File: src/rtl/mesi_line_ctrl.sv
module mesi_line_ctrl #(
  parameter int NLINES = 4,
  parameter int NPEERS = 3,
  parameter int DW     = 8,
  localparam int IW    = (NLINES > 1) ? $clog2(NLINES) : 1
) (
  input  logic              clk,
  input  logic              rst_n,
  input  logic              req_valid,
  input  logic              req_write,
  input  logic [IW-1:0]     req_line,
  input  logic [DW-1:0]     req_wdata,
  output logic              req_ready,
  output logic              rsp_valid,
  output logic [DW-1:0]     rsp_rdata,
  output logic [1:0]        rsp_state,
  input  logic              snoop_valid,
  input  logic              snoop_inv,
  input  logic [IW-1:0]     snoop_line,
  input  logic [NPEERS-1:0] ack_in,
  input  logic              fill_valid,
  input  logic [DW-1:0]     fill_data,
  input  logic              fill_shared,
  output logic              msg_valid,
  output logic [1:0]        msg_op,
  output logic [IW-1:0]     msg_line,
  output logic [DW-1:0]     msg_data
);
  localparam int CW = $clog2(NPEERS + 1);
  localparam logic [1:0] ST_I = 2'd0, ST_S = 2'd1, ST_E = 2'd2, ST_M = 2'd3;
  localparam logic [1:0] OP_FETCH = 2'd0, OP_INVAL = 2'd1, OP_ACK = 2'd2, OP_WB = 2'd3;

  typedef enum logic [1:0] {PH_IDLE, PH_FILL, PH_INV} phase_t;

  phase_t           ph;
  logic [1:0]       lstate [NLINES];
  logic [DW-1:0]    ldata  [NLINES];
  logic [IW-1:0]    pend_line;
  logic [DW-1:0]    pend_word;
  logic [CW-1:0]    ack_cnt;

  assign req_ready = (ph == PH_IDLE) && !snoop_valid;

  wire        take    = req_valid && req_ready;
  wire [1:0]  cur     = lstate[req_line];
  wire [1:0]  snp_cur = lstate[snoop_line];
  wire        rd_hit  = take && !req_write && (cur != ST_I);
  wire        rd_miss = take && !req_write && (cur == ST_I);
  wire        wr_own  = take && req_write && (cur == ST_M || cur == ST_E);
  wire        wr_inv  = take && req_write && (cur == ST_S || cur == ST_I);

  wire [CW-1:0] ack_sum  = ack_cnt + CW'($countones(ack_in));
  wire          inv_done = (ph == PH_INV) && (ack_sum == CW'(NPEERS));

  always_ff @(posedge clk) begin
    if (!rst_n) begin
      ph        <= PH_IDLE;
      pend_line <= '0;
      pend_word <= '0;
      ack_cnt   <= '0;
      rsp_valid <= 1'b0;
      rsp_rdata <= '0;
      rsp_state <= ST_I;
      msg_valid <= 1'b0;
      msg_op    <= OP_FETCH;
      msg_line  <= '0;
      msg_data  <= '0;
      for (int i = 0; i < NLINES; i++) begin
        lstate[i] <= ST_I;
        ldata[i]  <= '0;
      end
    end else begin
      msg_valid <= 1'b0;
      rsp_valid <= 1'b0;

      if (snoop_valid) begin
        if (snoop_inv) begin
          lstate[snoop_line] <= ST_I;
          msg_valid <= 1'b1;
          msg_op    <= OP_ACK;
          msg_line  <= snoop_line;
          msg_data  <= '0;
        end else if (snp_cur == ST_M) begin
          lstate[snoop_line] <= ST_S;
          msg_valid <= 1'b1;
          msg_op    <= OP_WB;
          msg_line  <= snoop_line;
          msg_data  <= ldata[snoop_line];
        end else if (snp_cur == ST_E) begin
          lstate[snoop_line] <= ST_S;
        end
      end

      case (ph)
        PH_IDLE: begin
          if (rd_hit) begin
            rsp_valid <= 1'b1;
            rsp_rdata <= ldata[req_line];
            rsp_state <= cur;
          end
          if (wr_own) begin
            lstate[req_line] <= ST_M;
            ldata[req_line]  <= req_wdata;
            rsp_valid <= 1'b1;
            rsp_rdata <= req_wdata;
            rsp_state <= ST_M;
          end
          if (rd_miss || wr_inv) begin
            pend_line <= req_line;
            pend_word <= req_wdata;
            ack_cnt   <= '0;
            msg_valid <= 1'b1;
            msg_op    <= rd_miss ? OP_FETCH : OP_INVAL;
            msg_line  <= req_line;
            msg_data  <= rd_miss ? '0 : req_wdata;
            ph        <= rd_miss ? PH_FILL : PH_INV;
          end
        end
        PH_FILL: begin
          if (fill_valid) begin
            lstate[pend_line] <= fill_shared ? ST_S : ST_E;
            ldata[pend_line]  <= fill_data;
            rsp_valid <= 1'b1;
            rsp_rdata <= fill_data;
            rsp_state <= fill_shared ? ST_S : ST_E;
            ph        <= PH_IDLE;
          end
        end
        PH_INV: begin
          ack_cnt <= ack_sum;
          if (inv_done) begin
            lstate[pend_line] <= ST_M;
            ldata[pend_line]  <= pend_word;
            rsp_valid <= 1'b1;
            rsp_rdata <= pend_word;
            rsp_state <= ST_M;
            ack_cnt   <= '0;
            ph        <= PH_IDLE;
          end
        end
        default: ph <= PH_IDLE;
      endcase
    end
  end

  a_r8_stall_busy: assert property (@(posedge clk) disable iff (!rst_n)
    (ph != PH_IDLE) |-> !req_ready);

  a_r5_ack_bound: assert property (@(posedge clk) disable iff (!rst_n)
    ack_cnt <= CW'(NPEERS));

  a_r6_inv_acked: assert property (@(posedge clk) disable iff (!rst_n)
    (snoop_valid && snoop_inv) |=> (msg_valid && msg_op == OP_ACK));

  a_r2_hit_answer: assert property (@(posedge clk) disable iff (!rst_n)
    (req_valid && req_ready && !req_write && cur != ST_I)
      |=> (rsp_valid && rsp_state == $past(cur) && !(msg_valid && msg_op != OP_ACK && msg_op != OP_WB)));

  a_r3_fill_state: assert property (@(posedge clk) disable iff (!rst_n)
    (ph == PH_FILL && fill_valid) |=> (rsp_valid && (rsp_state == ST_S || rsp_state == ST_E)));

  a_r5_inval_sent: assert property (@(posedge clk) disable iff (!rst_n)
    (req_valid && req_ready && req_write && (cur == ST_S || cur == ST_I))
      |=> (msg_valid && msg_op == OP_INVAL && ph == PH_INV));
endmodule

File: config.mk
export PLATFORM = sky130hd
export DESIGN_NAME = mesi_line_ctrl
export DESIGN_NICKNAME = d
export VERILOG_FILES = /design/src/rtl/mesi_line_ctrl.sv
export SDC_FILE = /design/constraint.sdc
export NUM_CORES = 1
export LEC_CHECK = 0
export BUFFER_PORTS_ARGS = -buffer_cell sky130_fd_sc_hd__buf_4
export CAP_MARGIN = 40
export CORE_UTILIZATION = 53
export CTS_CLUSTER_SIZE = 8
export DETAILED_ROUTE_END_ITERATION = 12
export HOLD_SLACK_MARGIN = 0.12
export PLACE_DENSITY = 0.82
export REMOVE_ABC_BUFFERS = 1
export SYNTH_ARGS = -nofsm -noshare
export SYNTH_HDL_FRONTEND = slang
export SYNTH_SLANG_ARGS = --single-unit
File: constraint.sdc
create_clock -name clk -period 2.9 [get_ports clk]
set_input_delay 0.29 -clock clk [delete_from_list [all_inputs] [get_ports clk]]
set_output_delay 0.29 -clock clk [all_outputs]
set_load 0.01 [all_outputs]
# Word-level counts from Yosys, hierarchy flattened
# Memory sizes are Yosys's and may differ from the RTL's.
# Index checks and enable logic that the tools add are counted.
op_classes:
  multipliers: 0
  n_reduce_logical: 28
  n_bitwise: 4
  n_addsub: 3
  n_mux: 90
  shifts: 0
  n_eq_ne: 12
  div_mod_pow: 0
  magnitude_cmp: 0
ops:
  columns: ["op", "count"]
  rows:
  - ["2-to-1 mux 8 bit", 13]
  - ["2-to-1 mux 2 bit", 32]
  - ["2-to-1 mux 1 bit", 40]
  - ["case mux 8 bit (3 select lines)", 1]
  - ["OR reduction 8 bit", 2]
  - ["== test 2 bit (second input constant)", 6]
  - ["case mux 2 bit (3 select lines)", 2]
  - ["logical AND 1 bit", 9]
  - ["OR reduction 2 bit", 3]
  - ["== test 2 x 1 -> 1 bit (second input constant)", 2]
  - ["logical NOT 2 bit", 2]
  - ["inequality test 2 bit (second input constant)", 2]
  - ["OR 1 bit", 4]
  - ["case mux 2 bit (2 select lines)", 1]
  - ["AND reduction 2 bit", 2]
  - ["AND reduction 4 bit", 1]
  - ["nonzero test 2 bit", 2]
  - ["logical OR 1 bit", 3]
  - ["inequality test 3 bit (second input constant)", 1]
  - ["case mux 1 bit (3 select lines)", 1]
  - ["AND reduction 3 bit", 1]
  - ["nonzero test 3 bit", 1]
  - ["adder 1 x 1 -> 2 bit", 1]
  - ["adder 2 x 1 -> 2 bit", 1]
  - ["3 further kinds", 4]
totals:
  out_inout_bits: 25
  reg_bits: 38
  mem_bits_ro: 0
  inputBits: 31
  latchBits: 0
  ram_bits: 40
  wordCells: 150
  mem_count: 2
memory_table:
  columns: ["memory", "depth", "word_bits", "read_ports", "rd_clocked_by_memory_dff", "write_ports", "line_no", "rtl"]
  rows:
  - ["ldata", 4, 8, 2, 0, 4, "37", "logic [DW-1:0] ldata [NLINES];"]
  - ["lstate", 4, 2, 2, 0, 4, "36", "logic [1:0] lstate [NLINES];"]

# Longest topological paths before layout
logic_depth:
  word_depth: 12
  depth_mapped: 8
  ltp_nobuf: 7

# Least setup slack after synthesis
# No wires, ideal clock.
synth_path:
  path_type: "input port to flip-flop"
  from: "input ack_in[0]"
  to: "memory ldata[3][0] (enable)"
  setup_slack_ns: -0.016
  t_arrival_ns: 2.512
  setup_ns: 0.404
  path_buffers: 0
  stages: 5
  required_ns: 2.496
  path_cell_list: "fa_1 > ha_1 > xor3_1 > a22oi_1 > o311ai_0"
synth_rtl:
  columns: ["item", "line_no", "rtl"]
  rows:
  - ["start: declaration", "20", "input logic [NPEERS-1:0] ack_in,"]
  - ["end: declaration", "37", null]

# Worst setup path after layout
layout_path:
  from: "register ack_cnt[0]"
  to: "register rsp_rdata[7]"
layout_via:
  elab_chain_len: 5
layout_rtl:
  columns: ["item", "line_no", "rtl"]
  rows:
  - ["start: declaration", "40", "logic [CW-1:0] ack_cnt;"]
  - ["start signal: assignment", "130", "ack_cnt <= ack_sum;"]
  - ["adder 2 bit", "52", "wire [CW-1:0] ack_sum = ack_cnt + CW'($countones(ack_in));"]
  - ["== test 2 bit", "53", "wire inv_done = (ph == PH_INV) && (ack_sum == CW'(NPEERS));"]
  - ["logical AND 1 bit", "53", null]
  - ["inequality test 2 bit (no source line)", null, null]
  - ["AND reduction 4 bit (no source line)", null, null]
  - ["end signal: assignment", "98", "rsp_rdata <= ldata[req_line];"]
  - ["end signal: assignment", "105", "rsp_rdata <= req_wdata;"]
  - ["end signal: assignment", "124", "rsp_rdata <= fill_data;"]
  - ["end: declaration", "15", "output logic [DW-1:0] rsp_rdata,"]
# No other way between the ends.
# A chain may end at the register's enable or synchronous reset.

==> reports/results.ini <==
[finish]
final_cell_mix = buf_4, nand2_1, edfxtp_1
area_growth_pct = 18.66
nets = 526
antenna_cells = 0
post-route-util_pct = 64.71
num-fill-cells = 630
final_common_cell = buf_4
layout-drive-gt1-share_pct = 27.99
finalInstanceArea_um2 = 5290

[timing]
slew_headroom_pct = 53.10
min_period_ns = 2.658
worst_pin_slew_ns = 0.6997
hold_viol = 0
min_period_over_period_pct = 91.65
slew_violations = 0
rsz0062_at_grt = false
timing.final.ws_setup_ns = 0.2422
finClkSkew_ns = 0.01170
fmax_ghz = 0.3762
holdWs_ns = 0.1981
setup_viol = 0

[setup_path]
cp_data_required_time_ns = 3.17
cp_cell_sequence = fa_1 > ha_1 > xor3_1 > a21boi_0 > a2111o_1 > buf_4 > o41ai_2
setup.worst_path.class = reg2reg
cp_top_family = compound AO/OA/AOI/OAI gates
r2r_cells = 7
slowest_stage = a2111o_1
path_buf_inv = 1
rr_startpoint = ack_cnt[0]
worstReg2RegEnd = rsp_rdata[7]
cpPeakStageDelay_ns = 0.48
ff2ff_setup_slack_ns = 0.24
critPathLaunchType = register
cp_max_fo = 16
worst_ep_arrival_time_ns = 2.92
worst_setup_path_end_kind = register

[synth]
synth_ff_type = edfxtp_1
yosys_warnings = 0
synth-seq-cells = 78
synth-async-reset-ratio_pct = 0
netlist_instances = 427
synth_cell_types = 59
ys_seq_area_share_pct = 44.01
synthesis.area_um2 = 4458
synth_edf_count = 40
avgSynthCellArea_um2 = 10.44

[worst_hold_path]
hold_path.class = in2reg
min_from = req_wdata[1]
hold_path_depth = 3
hold_end = pend_word[1]

[power]
p_leak_uw = 0.002158
power_density_nw_per_um2 = 511.9
power.internal_uw = 1946
ir_drop_mv = 0.2538
switchingPower_uw = 762.1
pwr-share-seq_pct = 46.5
combPwrFrac_pct = 18.2
p_sw_share_pct = 28.14
clkPwrFrac_pct = 35.3

[placement]
dp_hpwl_mm = 8.862
placed_cell_area_um2 = 5060
place_ws_ns = 0.1579
routabilityCongestion = 0.8651
port_buffers = 55

[global_route]
grt_max_degree = 30
grt_usage_pct = 28.82
grt_pass1_wl_mm = 19.09
antenna_found_initial = 0
grt_overflow = 0
first_global_vias = 3739

[routing]
routed_wl_mm = 12.19
antenna_left = 0
drt_first_pass_iters = 5
drc = 0
avgViaCountPerCell = 6.490
detail_route.wl_per_cell_um = 20.38
drt_iter0_drc = 441
vias = 3881

[clocking]
hold_buffers = 0
cts_tree = yes
clockRootBuffer = clkbuf_8
clockBufferDepth = 2
cts_setup_buffers = 0
clk_latency_ns = 0.37
clk_pin_slew_ns = 0.09
htree_levels = 3
cts.sink_count = 78
cts_buffers = 9
cts_resized = 0

[die]
initial_core_util_pct = 54.53
dieArea_um2 = 8783
fp.coreArea_um2 = 8175
io_pins = 56
fp.dieW_um = 93.72
die_y_um = 93.72
rows = 33

[flow_run]
max_cap_viol_count = 0

[run_status]
status = completed

-- Yosys cell counts (3+ instances only) --
cell type | instances | area share, %
a2bb2oi_1 | 8 | 1.6
buf_1 | 7 | 0.59
a31oi_1 | 3 | 0.42
edfxtp_1 | 40 | 27
a21oi_1 | 22 | 2.5
inv_1 | 20 | 1.7
nor2_1 | 36 | 3.0
dfxtp_1 | 38 | 17
and2_1 | 4 | 0.56
ha_1 | 6 | 1.7
nor2b_1 | 4 | 0.56
clkbuf_1 | 18 | 1.5
nand2_1 | 53 | 4.5
a211oi_1 | 5 | 0.84
a32o_1 | 8 | 1.8
and3_1 | 4 | 0.56
o21ai_0 | 9 | 1.0
mux2i_1 | 11 | 2.5
o41ai_2 | 8 | 2.9
a22o_1 | 8 | 1.6
buf_2 | 5 | 0.56
mux2_2 | 4 | 1.0
a22oi_1 | 9 | 1.5
nand3_1 | 15 | 1.7
nor3_1 | 17 | 1.9
mux4_2 | 20 | 10
o22ai_1 | 3 | 0.42
o211ai_1 | 3 | 0.51
buf_6 | 3 | 0.76
-- worst reg2reg max path, stage by stage, from the launching register on --
cell and delay, ns:
dfxtp_1 0.36, fa_1 0.43, ha_1 0.20, xor3_1 0.34, a21boi_0 0.17, a2111o_1 0.48, buf_4 0.24, o41ai_2 0.35
-- layer usage --
layer,global-route usage (%),vias to the layer above,share of wire (%)
met1,37.34,1882,40
li1,-,1739,-
met5,0,-,0
met4,10.51,0,2.2
met3,4.935,31,9.0
met2,48.42,229,49
-- metrics by stage --
stage               std cells  setup TNS [ns]  power (µW)
floorplan                 394          -3.044        1545
global placement          582               0        1745
detailed placement        582               0        1764
CTS                       598               0        2697
global route              598               0        2799
finish                    598               0        2708
-- power groups by stage --
stage / clock network, µW / registers [µW] / logic (µW)
finish: 956 / 1260 / 493
floorplan: 0 / 1280 / 264
global placement: 0 / 1280 / 468
global route: 1010 / 1270 / 527
detailed placement: 0 / 1280 / 482
CTS: 955 / 1260 / 486
-- state kept, by name, indices dropped and copies added, names as in the netlist, 8 cells and up --
| register | cells |
|---|---|
| lstate | 8 |
| pend_word | 8 |
| rsp_rdata | 8 |
| msg_data | 8 |
| ldata | 32 |
-- cells by family (layout without fill, tap and decap cells) --
| group | count (synthesis) | after routing | synth area share, % |
|---|---|---|---|
| xor gates and xnor gates | 1 | 1 | 0.5332 |
| AOI/OAI and AO/OA | 109 | 109 | 19.79 |
| adders and majority gates | 7 | 7 | 2.133 |
| DFF | 78 | 78 | 44.01 |
| muxes | 35 | 35 | 13.58 |
| and+or+nand+nor | 144 | 144 | 14.85 |
| buffers and inverters | 53 | 119 | 5.108 |
-- worst max-delay path by stage --
stage | from | endpoint | cells after the start
3_3_place_gp | ack_in[0] | ldata[2][0] | 10
2_1_floorplan | ack_in[0] | ldata[0][0] | 7
4_1_cts | ack_cnt[0] | rsp_rdata[7] | 7
3_5_place_dp | ack_in[0] | rsp_rdata[7] | 8
5_1_grt | ph[1] | ldata[2][1] | 7
6_report | ack_cnt[0] | rsp_rdata[7] | 7
-- final cells by class --
class	count	area, µm²	share of cell area [%]
tap	105	131.4	2.483
clock inverter	6	92.59	1.750
sequential	78	1962	37.09
timing repair buffer	83	623.1	11.78
multi-input combinational	296	2268	42.88
inverter	20	75.07	1.419
clock buffer	10	137.6	2.602
Note: power is estimated with default switching activity, not from simulation.
